===== src/rtl/link_train_seq.sv =====
module link_train_seq #(
  parameter int CYC_PER_US = 100,
  parameter int TRIES      = 2,
  parameter int POLLS      = 4
) (
  input  logic        clk,
  input  logic        rst_n,
  input  logic        start,
  input  logic [1:0]  mode,
  input  logic        auto_done,
  input  logic        rx_done,
  input  logic        rx_pass,
  output logic        rx_req,
  output logic [2:0]  rx_cmd,
  output logic [31:0] tx_ctl,
  output logic        busy,
  output logic        done,
  output logic        success
);
  localparam int TW = (TRIES > 1) ? $clog2(TRIES) : 1;
  localparam int PW = (POLLS > 1) ? $clog2(POLLS) : 1;
  localparam int UW = (CYC_PER_US > 1) ? $clog2(CYC_PER_US) : 1;
  localparam logic [TW-1:0] TRY_LAST  = TW'(TRIES - 1);
  localparam logic [PW-1:0] POLL_LAST = PW'(POLLS - 1);
  localparam logic [UW-1:0] US_LAST   = UW'(CYC_PER_US - 1);

  localparam int B_TXEN = 31, B_PLL = 14, B_AUTO = 10;

  localparam logic [2:0] C_TP1 = 3'd0, C_TP2 = 3'd1, C_CHK = 3'd2, C_RXOFF = 3'd3,
                         C_CLKOFF = 3'd4, C_EC = 3'd5, C_AUTO = 3'd6;

  typedef enum logic [2:0] {S_IDLE, S_ATT, S_RX, S_POLL, S_WAIT} st_t;

  st_t           st;
  logic [1:0]    mode_r, pair;
  logic [TW-1:0] tries;
  logic [PW-1:0] poll;
  logic [UW-1:0] us;
  logic [2:0]    cmd;
  logic [31:0]   tx;
  logic          done_r, succ_r;

  wire is_full = (mode_r == 2'd1);
  wire is_auto = (mode_r == 2'd2);
  wire last_att = !(is_full || is_auto) || (pair == 2'd3 && tries == TRY_LAST);

  function automatic logic [5:0] vp_of(input logic [1:0] i);
    case (i)
      2'd0: vp_of = 6'h00;
      2'd1: vp_of = 6'h3A;
      2'd2: vp_of = 6'h39;
      default: vp_of = 6'h38;
    endcase
  endfunction

  assign rx_req  = (st == S_RX);
  assign rx_cmd  = cmd;
  assign tx_ctl  = tx;
  assign busy    = (st != S_IDLE);
  assign done    = done_r;
  assign success = succ_r;

  always_ff @(posedge clk) begin
    if (!rst_n) begin
      st <= S_IDLE; mode_r <= '0; pair <= '0; tries <= '0; poll <= '0; us <= '0;
      cmd <= C_TP1; tx <= '0; done_r <= 1'b0; succ_r <= 1'b0;
    end else begin
      done_r <= 1'b0;
      case (st)
        S_IDLE: if (start) begin
          mode_r <= mode; pair <= '0; tries <= '0; succ_r <= 1'b0;
          tx <= '0; tx[B_PLL] <= 1'b1;
          st <= S_ATT;
        end
        S_ATT: begin
          tx[B_TXEN]  <= 1'b1;
          tx[27:22]   <= (is_full || is_auto) ? vp_of(pair) : 6'h00;
          tx[B_AUTO]  <= is_auto;
          tx[9:8]     <= 2'd0;
          cmd <= is_auto ? C_AUTO : C_TP1;
          st  <= S_RX;
        end
        S_RX: if (rx_done) begin
          case (cmd)
            C_TP1, C_TP2: if (rx_pass) begin
              tx[9:8] <= (cmd == C_TP1) ? 2'd1 : 2'd3;
              cmd     <= (cmd == C_TP1) ? C_TP2 : C_CHK;
            end else begin
              tx[B_TXEN] <= 1'b0; tx[B_AUTO] <= 1'b0; tx[9:8] <= 2'd0;
              cmd <= C_RXOFF;
            end
            C_CHK:    begin succ_r <= rx_pass; done_r <= 1'b1; st <= S_IDLE; end
            C_AUTO:   begin poll <= '0; st <= S_POLL; end
            C_RXOFF:  if (last_att) begin
              tx[B_PLL] <= 1'b0; cmd <= C_CLKOFF;
            end else begin
              if (tries == TRY_LAST) begin tries <= '0; pair <= pair + 2'd1; end
              else tries <= tries + 1'b1;
              st <= S_ATT;
            end
            C_CLKOFF: begin succ_r <= 1'b0; done_r <= 1'b1; st <= S_IDLE; end
            default:  begin succ_r <= 1'b1; done_r <= 1'b1; st <= S_IDLE; end
          endcase
        end
        S_POLL: if (auto_done) begin
          cmd <= C_EC; st <= S_RX;
        end else if (poll == POLL_LAST) begin
          tx[B_TXEN] <= 1'b0; tx[B_AUTO] <= 1'b0; tx[9:8] <= 2'd0;
          cmd <= C_RXOFF; st <= S_RX;
        end else begin
          us <= '0; st <= S_WAIT;
        end
        S_WAIT: if (us == US_LAST) begin
          poll <= poll + 1'b1; st <= S_POLL;
        end else us <= us + 1'b1;
        default: st <= S_IDLE;
      endcase
    end
  end
endmodule


===== config.mk =====
export PLATFORM = sky130hd
export DESIGN_NAME = link_train_seq
export DESIGN_NICKNAME = d
export VERILOG_FILES = /design/src/rtl/link_train_seq.sv
export SDC_FILE = /design/constraint.sdc
export NUM_CORES = 1
export LEC_CHECK = 0
export BUFFER_PORTS_ARGS = -buffer_cell sky130_fd_sc_hd__buf_2
export CAP_MARGIN = 20
export CORE_MARGIN = 2
export CORE_UTILIZATION = 30
export DETAILED_ROUTE_END_ITERATION = 10
export SLEW_MARGIN = 20
export SYNTH_ARGS = -nofsm -noshare
export SYNTH_HDL_FRONTEND = slang
export SYNTH_SLANG_ARGS = --single-unit

===== constraint.sdc =====
create_clock -name clk -period 3.83 [get_ports clk]
set_input_delay 0.1915 -clock clk [delete_from_list [all_inputs] [get_ports clk]]
set_output_delay 0.1915 -clock clk [all_outputs]
set_load 0.1 [all_outputs]

-- Yosys cells after proc, flatten, opt, wreduce, memory -nomap -nowiden
Index checks and enable logic that the tools add are counted.
- bits in registers: 33
- bits of input ports: 8
- output and inout bits: 39
- logic and storage cells: 144
- $add $sub $neg: 4
- equal/unequal tests: 36
- mux-type cells: 62
- reductions and logical operators: 29
- operators with widths (operator ; count):
    $mux W3 ; 15
    $mux W32 ; 1
    $mux W2 ; 12
    $ne A2 B2 Y1 const B ; 11
    $mux W7 ; 3
    $reduce_and A5 Y1 ; 4
    $pmux W3 S3 ; 2
    $pmux W6 S3 ; 1
    $mux W1 ; 15
    $pmux W3 S5 ; 1
    $pmux W7 S2 ; 1
    $eq A3 B2 Y1 const B ; 4
    $pmux W3 S4 ; 1
    $pmux W6 S2 ; 1
    $reduce_and A4 Y1 ; 3
    $reduce_and A6 Y1 ; 2
    $ne A2 B1 Y1 const B ; 5
    $eq A3 B3 Y1 const B ; 3
    $ne A3 B3 Y1 const B ; 3
    $eq A2 B2 Y1 const B ; 4
    $pmux W2 S2 ; 2
    $reduce_bool A2 Y1 ; 4
    $add A7 B1 Y7 const B ; 1
    $eq A7 B7 Y1 const B ; 1
    22 further kinds ; 31

-- Logic depth before layout (Yosys ltp)
Gate-level depths: netlist of the first run.
- depth in word-level cells: 8
- gate-level depth with buffers: 8
- mapped depth without buffers: 7

-- Least setup slack after synthesis of the first run
OpenSTA, ideal clock, no wires.
- path kind: flip-flop to flip-flop
- start: register cmd[0], in the netlist rx_cmd[0]
- end: register pair[0]
- setup time: 0.072 ns
- arrival time: 2.081 ns
- required time: 3.758 ns
- setup slack: 1.678 ns
- stages on the path, launching flop included: 7
- buffers on the path: 1
- period minus slack after synthesis: 2.152 ns
- cell sequence: dfxtp_1 > clkbuf_1 > nor2b_1 > and3_1 > a31oi_1 > nor2_1 > mux2i_1
- word-level cells in the longest chain between the ends: 3
- RTL lines (what ; line ; text):
    from (decl) ; 39 ; logic [2:0] cmd;
    from (signal assigned) ; 80 ; cmd <= is_auto ? C_AUTO : C_TP1;
    from (signal assigned) ; 87 ; cmd <= (cmd == C_TP1) ? C_TP2 : C_CHK;
    $eq A3 B2 Y1 ; 84 ; case (cmd)
    $ne A2 B1 Y1 (no line) ; n/a ;
    $reduce_and A6 Y1 (no line) ; n/a ;
    to (signal assigned) ; 65 ; st <= S_IDLE; mode_r <= '0; pair <= '0; tries <= '0; poll <= '0; us <= '0;
    to (signal assigned) ; 71 ; mode_r <= mode; pair <= '0; tries <= '0; succ_r <= 1'b0;
    to (signal assigned) ; 97 ; if (tries == TRY_LAST) begin tries <= '0; pair <= pair + 2'd1; end
    to (decl) ; 35 ; logic [1:0] mode_r, pair;
No other way between the ends.
A chain may end at the register's enable or synchronous reset.

-- Final worst setup path of the first run
- start: register st[1]
- end: output rx_req
- word-level cells in the longest chain between the ends: 1
- RTL lines (what ; line ; text):
    from (decl) ; 34 ; st_t st;
    from (signal assigned) ; 65 ;
    from (signal assigned) ; 73 ; st <= S_ATT;
    from (signal assigned) ; 81 ; st <= S_RX;
    $eq A3 B2 Y1 ; 56 ; assign rx_req = (st == S_RX);
    to (decl) ; 13 ; output logic rx_req,
No other way between the ends.

==> key figures, run 1 <==
Status
  – Outcome: completed

Clocking
  – CTS Hold Buffers Added: 0
  – Clock Latency Late Sink: 0.28 ns
  – Post-CTS Resized: 0
  – TritonCTS Sinks: 30
  – Worst-path clk slew: 0.06 ns
  – Post-CTS Setup Bufs: 0
  – CTS tree: built
  – CTS root buf: clkbuf_8
  – CTS buffer count: 5
  – Htree depth: 2
  – CTS Buffer Depth: 2

Synth
  – Top-count cell post-synth: dfxtp_1
  – Syn Inst Count: 238
  – Synth cell count leaders: dfxtp_1 (30), nand2_1 (27), buf_4 (26), nor2_1 (26), a21oi_1 (18)
  – Number of synthesized flops with an enable pin: 0
  – Synth unique cells: 55
  – Synth top area cells: dfxtp_1 (31%), buf_4 (10%), nand2_1 (5.3%), nor2_1 (5.1%), a21oi_1 (4.7%)
  – Asr flop ratio synth: 0%
  – Avg Cell Area, Syn: 8.075 sq um
  – Main flop type after synthesis: dfxtp_1
  – Post-synth top area cell: dfxtp_1
  – YS warnings: 0
  – Post-synthesis sequential area ratio: 31.25%
  – Mapped cell area: 1922 sq um
  – Yosys reg bits: 30
  – Top-area cell type share of the netlist area: 31.25%

Worst setup path
  – Reg2reg start: st[1]$_SDFFE_PN0P_
  – Slowest-stage cell, CP: dfxtp_1
  – R2R cell count: 6
  – CP Cell Sequence: nand2b_4 > or2_1 > clkinv_4 > buf_2
  – Max stage delay on crit path: 0.78 ns
  – Critical Path Sink: rx_req
  – Crit end category: output port
  – Crit-path leading delay family: flip-flops
  – Crit path launch type: flip-flop
  – CP max FO: 18
  – R2R setup slack: 1.78 ns
  – WP buf/inv: 2
  – CP required: 3.64 ns
  – RR Endpoint: tx_ctl[9]$_SDFFE_PN0P_
  – Stages on the worst setup path: 4
  – Worst Path Arrival: 2.03 ns
  – Critical path class: flip-flop to output port
  – Worst Setup SP: st[1]$_SDFFE_PN0P_

Floorplanning
  – Die area: 7063 sq um
  – Die H: 84.04 microns
  – Initial core utilization: 30.62%
  – Core area: 6277 sq um
  – Die W: 84.04 microns
  – Top Ports: 47
  – Num rows: 29

Cells and area
  – Nets: 270
  – Area grow syn2layout: 7.292%
  – Fin area: 2062 sq um
  – Layout Cells excl Fill: 333
  – Final Util: 32.85%
  – N_diodes: 0
  – Layout cells sized above 1: 16.80%

Global routing
  – First-pass GRT wire length: 6.720 mm
  – GRT Max-Usage Layer: met2
  – Gr usage total: 11.76%
  – Largest net degree at the start of global routing: 19
  – Met3 Track Usage GR: 3.066%
  – GR Overflow Total: 0
  – Initial antenna violation count: 0
  – Vias in the first global route: 1421
  – Met2 Use GR: 17.82%
  – Met1 GRT Util: 16.15%

STA
  – Worst Skew: 0.009958 ns
  – Fin crit period: 2.223 ns
  – Fin Setup TNS: 0 ns
  – Max Freq: 449.9 MHz
  – Setup ws final: 1.607 ns
  – Worst Tran Pin Value: 0.7078 ns
  – Final Hold Fails: 0
  – Finish-stage setup viols: 0
  – WHS: 0.1380 ns
  – Slew Viols, Final: 0
  – Unrepaired setup endpoints after global routing: no
  – Slew HR: 52.75%
  – Period Utilization, post-route: 58.04%

Place
  – Port bufs: 24
  – Post-DP HPWL: 3.032 mm
  – DP Worst Slack: 1.805 ns
  – Post-placement cell count: 325
  – Cell area after placement: 1971 sq um
  – Routability cong.: 0.8437

Drt
  – Iter 0 DRT Violations: 119
  – DRC: 0
  – DR WL/cell: 11.89 microns
  – Post-route ant nets: 0
  – Drt total wl: 3.961 mm
  – Vias per cell: 4.691
  – DRT Pass-1 Iters: 4
  – Vias: 1562

Worst hold path
  – Type of the worst min-delay path: input pin to flip-flop

Pwr
  – Peak supply drop: 0.0004273 V
  – Final Power: 1.489 mW
  – Pleak: 0.8256 nW
  – Pwr dens: 722.3 nW/um^2

Job
  – Max-Cap Viols: 0
[power by group]
part           internal, mW  leakage, nW  switching (mW)
registers             0.352        0.243          0.0967
logic                 0.192        0.534           0.586
clock network         0.145       0.0482           0.118
total                 0.689        0.826           0.801
[area by class of cell]
type                    instances  area, sq um
repair buffers                 24        120.1
clock inverters                 1        5.005
fillers                       691         4215
clock buffers                   7        86.33
well taps                      77        96.34
multi-input cells             185         1115
flip-flops and latches         30        600.6
inverters                       9        38.79
[logic make-up after synthesis]
kind of cell,count (synthesis),share of synthesized area (%)
AO/OA/AOI/OAI,55,20.25
XOR/XNOR,7,3.190
adder cells (fa/ha/maj),7,4.557
buffers and inverters,44,14.84
flip-flops,30,31.25
multiplexers,6,3.125
other,1,0.1951
AND/OR/NAND/NOR,88,22.59
[worst min path at each step]
stage	startpoint	end	slack (ns)	cells past startpoint
finish	mode[0]	mode_r[0]$_SDFFE_PN0P_	0.14	3
global route	mode[0]	mode_r[0]$_SDFFE_PN0P_	0.18	3
CTS	mode[0]	mode_r[0]$_SDFFE_PN0P_	0.14	3
detailed placement	mode[0]	mode_r[0]$_SDFFE_PN0P_	0.43	3
global placement	mode[0]	mode_r[0]$_SDFFE_PN0P_	0.43	3
floorplan	rx_done	done$_SDFF_PN0_	0.32	2
[registers in the layout (all words and copies together), names as in the netlist]
register,count
poll,2
us,7
tx_ctl,8
st,3
pair,2
mode_r,2
success,1
done,1
tries,1
rx_cmd,3
[metal layers]
layer / up-vias / routed length [microns]
li1: 804 / -
met1: 702 / 1872
met2: 51 / 1778
met3: 5 / 272
met4: 0 / 38
met5: - / 0
[layout by cell type (no fill, tap or decap), drive strengths merged, types with 2 or more instances in the layout]
cell type / Yosys / final
xnor2: 6 / 6
a21oi: 19 / 19
ha: 7 / 7
nor3: 10 / 10
nand2: 27 / 27
clkinv: 2 / 3
and2: 3 / 3
a2111oi: 2 / 2
or3b: 2 / 2
dfxtp: 30 / 30
a22oi: 2 / 2
mux2i: 6 / 6
buf: 30 / 24
nand3: 6 / 6
nand2b: 3 / 3
clkbuf: 5 / 7
inv: 7 / 7
nor2: 26 / 26
conb: 1 / 22
nor2b: 4 / 4
o21ai: 11 / 11
a211oi: 5 / 5
a31oi: 2 / 2
[worst reg2reg max path, delay by kind of cell, from the launching register on]
| family | cells | cell delay (ns) |
|---|---|---|
| AO/OA/AOI/OAI | 1 | 0.14 |
| flip-flops | 1 | 0.78 |
| buffers and inverters | 1 | 0.13 |
| AND/OR/NAND/NOR | 4 | 0.91 |
Power figures use the tool's default switching activity.
==> run 2: changes to the inputs <==
- clock period: 3.83 -> 2.1 ns (I/O delays scaled with it)
==> run 2 against run 1 <==
  * Clock skew down 0.0061 ns
  * Sequential cell count stayed put
  * Clock power increased by 110%
  * Core utilization is 0.92 points higher
  * Worst setup slack got worse by 1.4 ns
  * Register-to-register slack worse by 1.6 ns
  * Combinational power grew 94%
  * Critical path type is now flip-flop to flip-flop
  * Critical endpoint is now tx_ctl[9]$_SDFFE_PN0P_
  * Highest routed layer unchanged
==> key figures, run 2 (synthesis results as in run 1) <==
Status
  – Outcome: completed

Cells and area
  – Multi-input logic area: 1115 sq um (unchanged)
  – Final Util: 33.77% (+0.92 points)
  – N_diodes: 0 (unchanged)
  – Area grow syn2layout: 10.29%
  – Layout cells sized above 1: 19.16% (+2.4 points)
  – FF/Latch Area: 601.8 sq um (+0.21%)
  – Max FFs per register: 8 (unchanged)
  – Nets: 275 (+1.9%)
  – Commonest non-fill, non-tap cell in the layout: dfxtp_1
  – Layout fillers: 680 (-1.6%)
  – Most frequent cells in the layout: dfxtp_1 (29), nand2_1 (27), nor2_1 (26)

Global routing
  – Gr usage total: 12.11% (+0.35 points)
  – First-pass GRT wire length: 6.962 mm (+3.6%)
  – GR Overflow Total: 0 (unchanged)
  – Largest net degree at the start of global routing: 18 (-1)
  – Initial antenna violation count: 0 (unchanged)
  – Vias in the first global route: 1485 (+4.5%)

Drt
  – Post-route ant nets: 0 (unchanged)
  – DRT Pass-1 Iters: 4 (unchanged)
  – DR WL/cell: 12.07 microns (+1.5%)
  – Vias per cell: 4.766 (+1.6%)
  – Drt total wl: 4.081 mm (+3.0%)
  – Iter 0 DRT Violations: 133 (+12%)
  – Vias: 1611 (+3.1%)
  – DRC: 0 (unchanged)

Floorplanning
  – Top Ports: 47 (unchanged)
  – Initial core utilization: 30.62% (unchanged)
  – Die H: 84.04 microns (unchanged)
  – Core area: 6277 sq um (unchanged)
  – Die area: 7063 sq um (unchanged)
  – Die W: 84.04 microns (unchanged)
  – Num rows: 29 (unchanged)

Pwr
  – Pwr dens: 1346 nW/um^2 (+86%)
  – Final Power: 2.853 mW (+92%)
  – Pleak: 0.8605 nW (+4.2%)
  – Switching Fraction: 52.21% (-1.5 points)
  – Seq pwr share: 27.8% (-2.3 points)
  – Peak supply drop: 0.0009141 V (+110%)
  – Clock Power Share: 19.4% (+1.7 points)
  – Comb power frac: 52.8% (+0.6 points)
  – Int Pwr: 1.364 mW (+98%)
  – Switching power: 1.490 mW (+86%)

STA
  – Slew Viols, Final: 0 (unchanged)
  – Fin Setup TNS: 0 ns (unchanged)
  – Finish-stage setup viols: 0 (unchanged)
  – Unrepaired setup endpoints after global routing: no
  – Fin crit period: 1.874 ns
  – Max Freq: 533.7 MHz
  – Final Hold Fails: 0 (unchanged)
  – Worst Skew: 0.003816 ns (-0.006142 ns)
  – Period Utilization, post-route: 89.23%
  – Slew HR: 61.27% (+8.5 points)
  – Worst Tran Pin Value: 0.5801 ns (-0.1277 ns)

Job
  – Max-Cap Viols: 0 (unchanged)

Worst setup path
  – Crit path launch type: flip-flop
  – Worst Path Arrival: 2.08 ns (+0.05 ns)
  – CP required: 2.30 ns (-1.34 ns)
  – Critical path class: flip-flop to flip-flop
  – CP max FO: 16 (-2)
  – Crit end category: flip-flop
  – R2R setup slack: 0.23 ns (-1.55 ns)

Clocking
  – CTS Hold Buffers Added: 0 (unchanged)
  – Post-CTS Resized: 0 (unchanged)
  – Htree depth: 2 (unchanged)
  – Worst-path clk slew: 0.07 ns (about the same)
  – Post-CTS Setup Bufs: 0 (unchanged)
  – TritonCTS Sinks: 30 (unchanged)
  – CTS tree: built
  – CTS buffer count: 5 (unchanged)
  – CTS Buffer Depth: 2 (unchanged)
  – Clock Latency Late Sink: 0.28 ns (about the same)
  – CTS root buf: clkbuf_8

Worst hold path
  – Type of the worst min-delay path: input pin to flip-flop

Place
  – Port bufs: 24 (unchanged)
  – Routability cong.: 0.8962 (+6.2%)
  – Post-DP HPWL: 3.089 mm (+1.9%)
run 2: final timing paths:
check / startpoint / to / cells after the start
setup / recovery: st[0]$_SDFFE_PN0P_ / tx_ctl[9]$_SDFFE_PN0P_ / 4
hold / removal: mode[0] / mode_r[0]$_SDFFE_PN0P_ / 3
setup reg to reg: st[0]$_SDFFE_PN0P_ / tx_ctl[9]$_SDFFE_PN0P_ / 4
hold reg to reg: poll[1]$_SDFFE_PN0P_ / poll[1]$_SDFFE_PN0P_ / 2
run 2: routing by layer:
layer / part of all wire, % / vias to the layer above / global-route usage [%]
met5: 0 / - / 0
met4: 1.7 / 0 / 5.425
met3: 5.1 / 6 / 2.868
met2: 44 / 49 / 18.69
met1: 49 / 732 / 15.96
li1: - / 824 / -
run 2: through the flow:
step / instance area, sq um / instances / setup slack (ns) / hold slack [ns]
after floorplan: 2002 / 259 / 0.004713 / 0.2292
after global placement: 2009 / 330 / 0.3130 / 0.3360
after detailed placement: 2009 / 330 / 0.2421 / 0.3517
after CTS: 2120 / 338 / 0.2355 / 0.05491
after global routing: 2120 / 338 / 0.07472 / 0.09379
final: 2120 / 338 / 0.2261 / 0.05731
run 2: final cells by class:
cell class	instances	share of cell area [%]
flip-flops and latches	30	28.39
well taps	77	4.545
inverters	9	1.830
multi-input cells	185	52.60
clock buffers	8	5.195
repair buffers	29	7.438
run 2: power by group through the flow:
stage / Sequential, mW / Combinational, mW / Clock (mW)
2_1_floorplan: 1.01 / 1.11 / 0
3_5_place_dp: 0.804 / 1.51 / 0
4_1_cts: 0.790 / 1.51 / 0.565
5_1_grt: 0.807 / 1.61 / 0.586
6_report: 0.794 / 1.51 / 0.553
3_3_place_gp: 0.803 / 1.50 / 0
run 2: critical path: stages, from the launching register on:
cell	delay, ns
dfxtp_1	0.69
a31oi_1	0.17
a211o_1	0.40
or3b_1	0.39
a21oi_1	0.13
==> run 3: changes to the inputs <==
--- a/config.mk
+++ b/config.mk
@@ -12,2 +12,3 @@
 export DETAILED_ROUTE_END_ITERATION = 10
+export SKIP_CTS_REPAIR_TIMING = 1
 export SLEW_MARGIN = 20
--- a/constraint.sdc
+++ b/constraint.sdc
@@ -3,2 +3,2 @@
 set_output_delay 0.105 -clock clk [all_outputs]
-set_load 0.1 [all_outputs]
+set_load 0.05 [all_outputs]
==> run 3 against run 2 <==
  * Via count is the same
  * Maximum frequency is 1.5% higher
  * Final cell count increased by 0.30%
  * First-iteration DRC count down 18%
  * Critical path depth is the same
  * Hold slack improved by 0.0066 ns
  * Combinational power shrank 20%
  * Critical path type unchanged
  * Core utilization down 0.20 points
  * Sequential cell count unchanged
  * Clock power shrank 15%
  * Sequential share of layout area increased by 0.11 points
  * Register-to-register slack improved by 0.03 ns
==> key figures, run 3 (synthesis results as in run 1) <==
Global routing
  – First-pass GRT wire length: 7.024 mm (+0.89%)
  – Gr usage total: 12.04% (-0.077 points)
  – Largest net degree at the start of global routing: 18 (unchanged)
  – Initial antenna violation count: 0 (unchanged)
  – Vias in the first global route: 1529 (+3.0%)
  – GR Overflow Total: 0 (unchanged)

Floorplanning
  – Core area: 6277 sq um (unchanged)
  – Num rows: 29 (unchanged)
  – Die area: 7063 sq um (unchanged)
  – Die W: 84.04 microns (unchanged)
  – Top Ports: 47 (unchanged)
  – Initial core utilization: 30.62% (unchanged)
  – Die H: 84.04 microns (unchanged)

Drt
  – Vias: 1611 (unchanged)
  – DRC: 0 (unchanged)
  – Iter 0 DRT Violations: 109 (-18%)
  – Post-route ant nets: 0 (unchanged)
  – DRT Pass-1 Iters: 4 (unchanged)
  – Vias per cell: 4.752 (-0.29%)
  – DR WL/cell: 12.17 microns (+0.76%)
  – Drt total wl: 4.124 mm (+1.1%)

Clocking
  – Htree depth: 2 (unchanged)
  – TritonCTS Sinks: 30 (unchanged)
  – CTS tree: built
  – Clock Latency Late Sink: 0.27 ns (about the same)
  – CTS Buffer Depth: 2 (unchanged)
  – Worst-path clk slew: 0.06 ns (about the same)
  – CTS buffer count: 5 (unchanged)
  – CTS root buf: clkbuf_8

Cells and area
  – Most frequent cells in the layout: dfxtp_1 (30), nand2_1 (27), nor2_1 (26)
  – Nets: 276 (+0.36%)
  – N_diodes: 0 (unchanged)
  – Commonest non-fill, non-tap cell in the layout: dfxtp_1
  – Final Util: 33.57% (-0.20 points)
  – Layout cells sized above 1: 18.70% (-0.45 points)
  – Area grow syn2layout: 9.635%
  – Max FFs per register: 8 (unchanged)

Place
  – Routability cong.: 0.8994 (+0.36%)
  – Port bufs: 24 (unchanged)
  – Post-DP HPWL: 3.181 mm (+3.0%)
  – DP Worst Slack: 0.2638 ns (+0.02172 ns)

Status
  – Outcome: completed

Worst setup path
  – Slowest-stage cell, CP: dfxtp_1
  – Worst Path Arrival: 2.04 ns (-0.04 ns)
  – WP buf/inv: 0 (unchanged)
  – Critical path class: flip-flop to flip-flop
  – Max stage delay on crit path: 0.67 ns (-0.02 ns)
  – Crit path launch type: flip-flop
  – CP Cell Sequence: a31oi_1 > a211o_1 > or3b_1 > a21oi_1
  – Crit end category: flip-flop
  – CP required: 2.29 ns (about the same)
  – Crit-path leading delay family: compound AO/OA/AOI/OAI gates
  – CP max FO: 16 (unchanged)

STA
  – Max Freq: 541.4 MHz (+1.5%)
  – Unrepaired setup endpoints after global routing: no
  – Fin crit period: 1.847 ns (-0.02681 ns)
  – Period Utilization, post-route: 87.96% (-1.3 points)
  – Worst Tran Pin Value: 0.5554 ns (-0.02472 ns)
  – Slew Viols, Final: 0 (unchanged)
  – Fin Setup TNS: 0 ns (unchanged)
  – Slew HR: 62.92% (+1.7 points)
  – Setup ws final: 0.2529 ns (+0.02681 ns)
  – WHS: 0.06390 ns (+0.006591 ns)
  – Final Hold Fails: 0 (unchanged)
  – Worst Skew: 0.002152 ns (-0.001664 ns)
  – Finish-stage setup viols: 0 (unchanged)

Pwr
  – Peak supply drop: 0.0006084 V (-33%)
  – Final Power: 2.458 mW (-14%)
  – Pleak: 0.8562 nW (-0.51%)
  – Pwr dens: 1167 nW/um^2 (-13%)

Job
  – Max-Cap Viols: 0 (unchanged)

Worst hold path
  – Type of the worst min-delay path: input pin to flip-flop
## run 3: routing by layer
metal  part of all wire, %  track usage [%]  vias up
met5                     0                0        -
met4                  0.99            3.226        0
met3                   5.2            3.066        7
met2                    46            19.12       55
met1                    48            16.16      731
li1                      -                -      818
## run 3: stage by stage
stage / cell area [sq um] / cells
floorplan: 2001 / 259
global placement: 2016 / 331
detailed placement: 2016 / 331
CTS: 2107 / 339
global route: 2107 / 339
finish: 2107 / 339
## run 3: layout make-up
type	count	area, sq um
clock buffer	7	86.33
tap	77	96.34
multi-input combinational	185	1115
clock inverter	1	5.005
inverter	9	38.79
timing repair buffer	30	165.2
fill	667	4170
sequential	30	600.6
## run 3: where the power goes
group          internal [mW]  total (mW)  switching [mW]
combinational          0.399        1.21           0.815
clock                  0.264       0.472           0.208
sequential             0.642       0.771           0.130
total                   1.30        2.46            1.15
## run 3: worst register-to-register path, delay by kind of cell (launching register included)
kind               cells  cell delay [ns]
DFF                    1             0.67
AOI/OAI and AO/OA      3             0.71
and+or+nand+nor        1             0.39
## run 3: worst paths after layout
check                            endpoint  cells past startpoint  slack (ns)                    start
setup / recovery   tx_ctl[9]$_SDFFE_PN0P_                      4        0.25       st[0]$_SDFFE_PN0P_
hold / removal     mode_r[0]$_SDFFE_PN0P_                      3        0.06                  mode[0]
setup reg to reg   tx_ctl[9]$_SDFFE_PN0P_                      4        0.25       st[0]$_SDFFE_PN0P_
hold reg to reg   tx_ctl[31]$_SDFFE_PN0P_                      2        0.45  tx_ctl[31]$_SDFFE_PN0P_
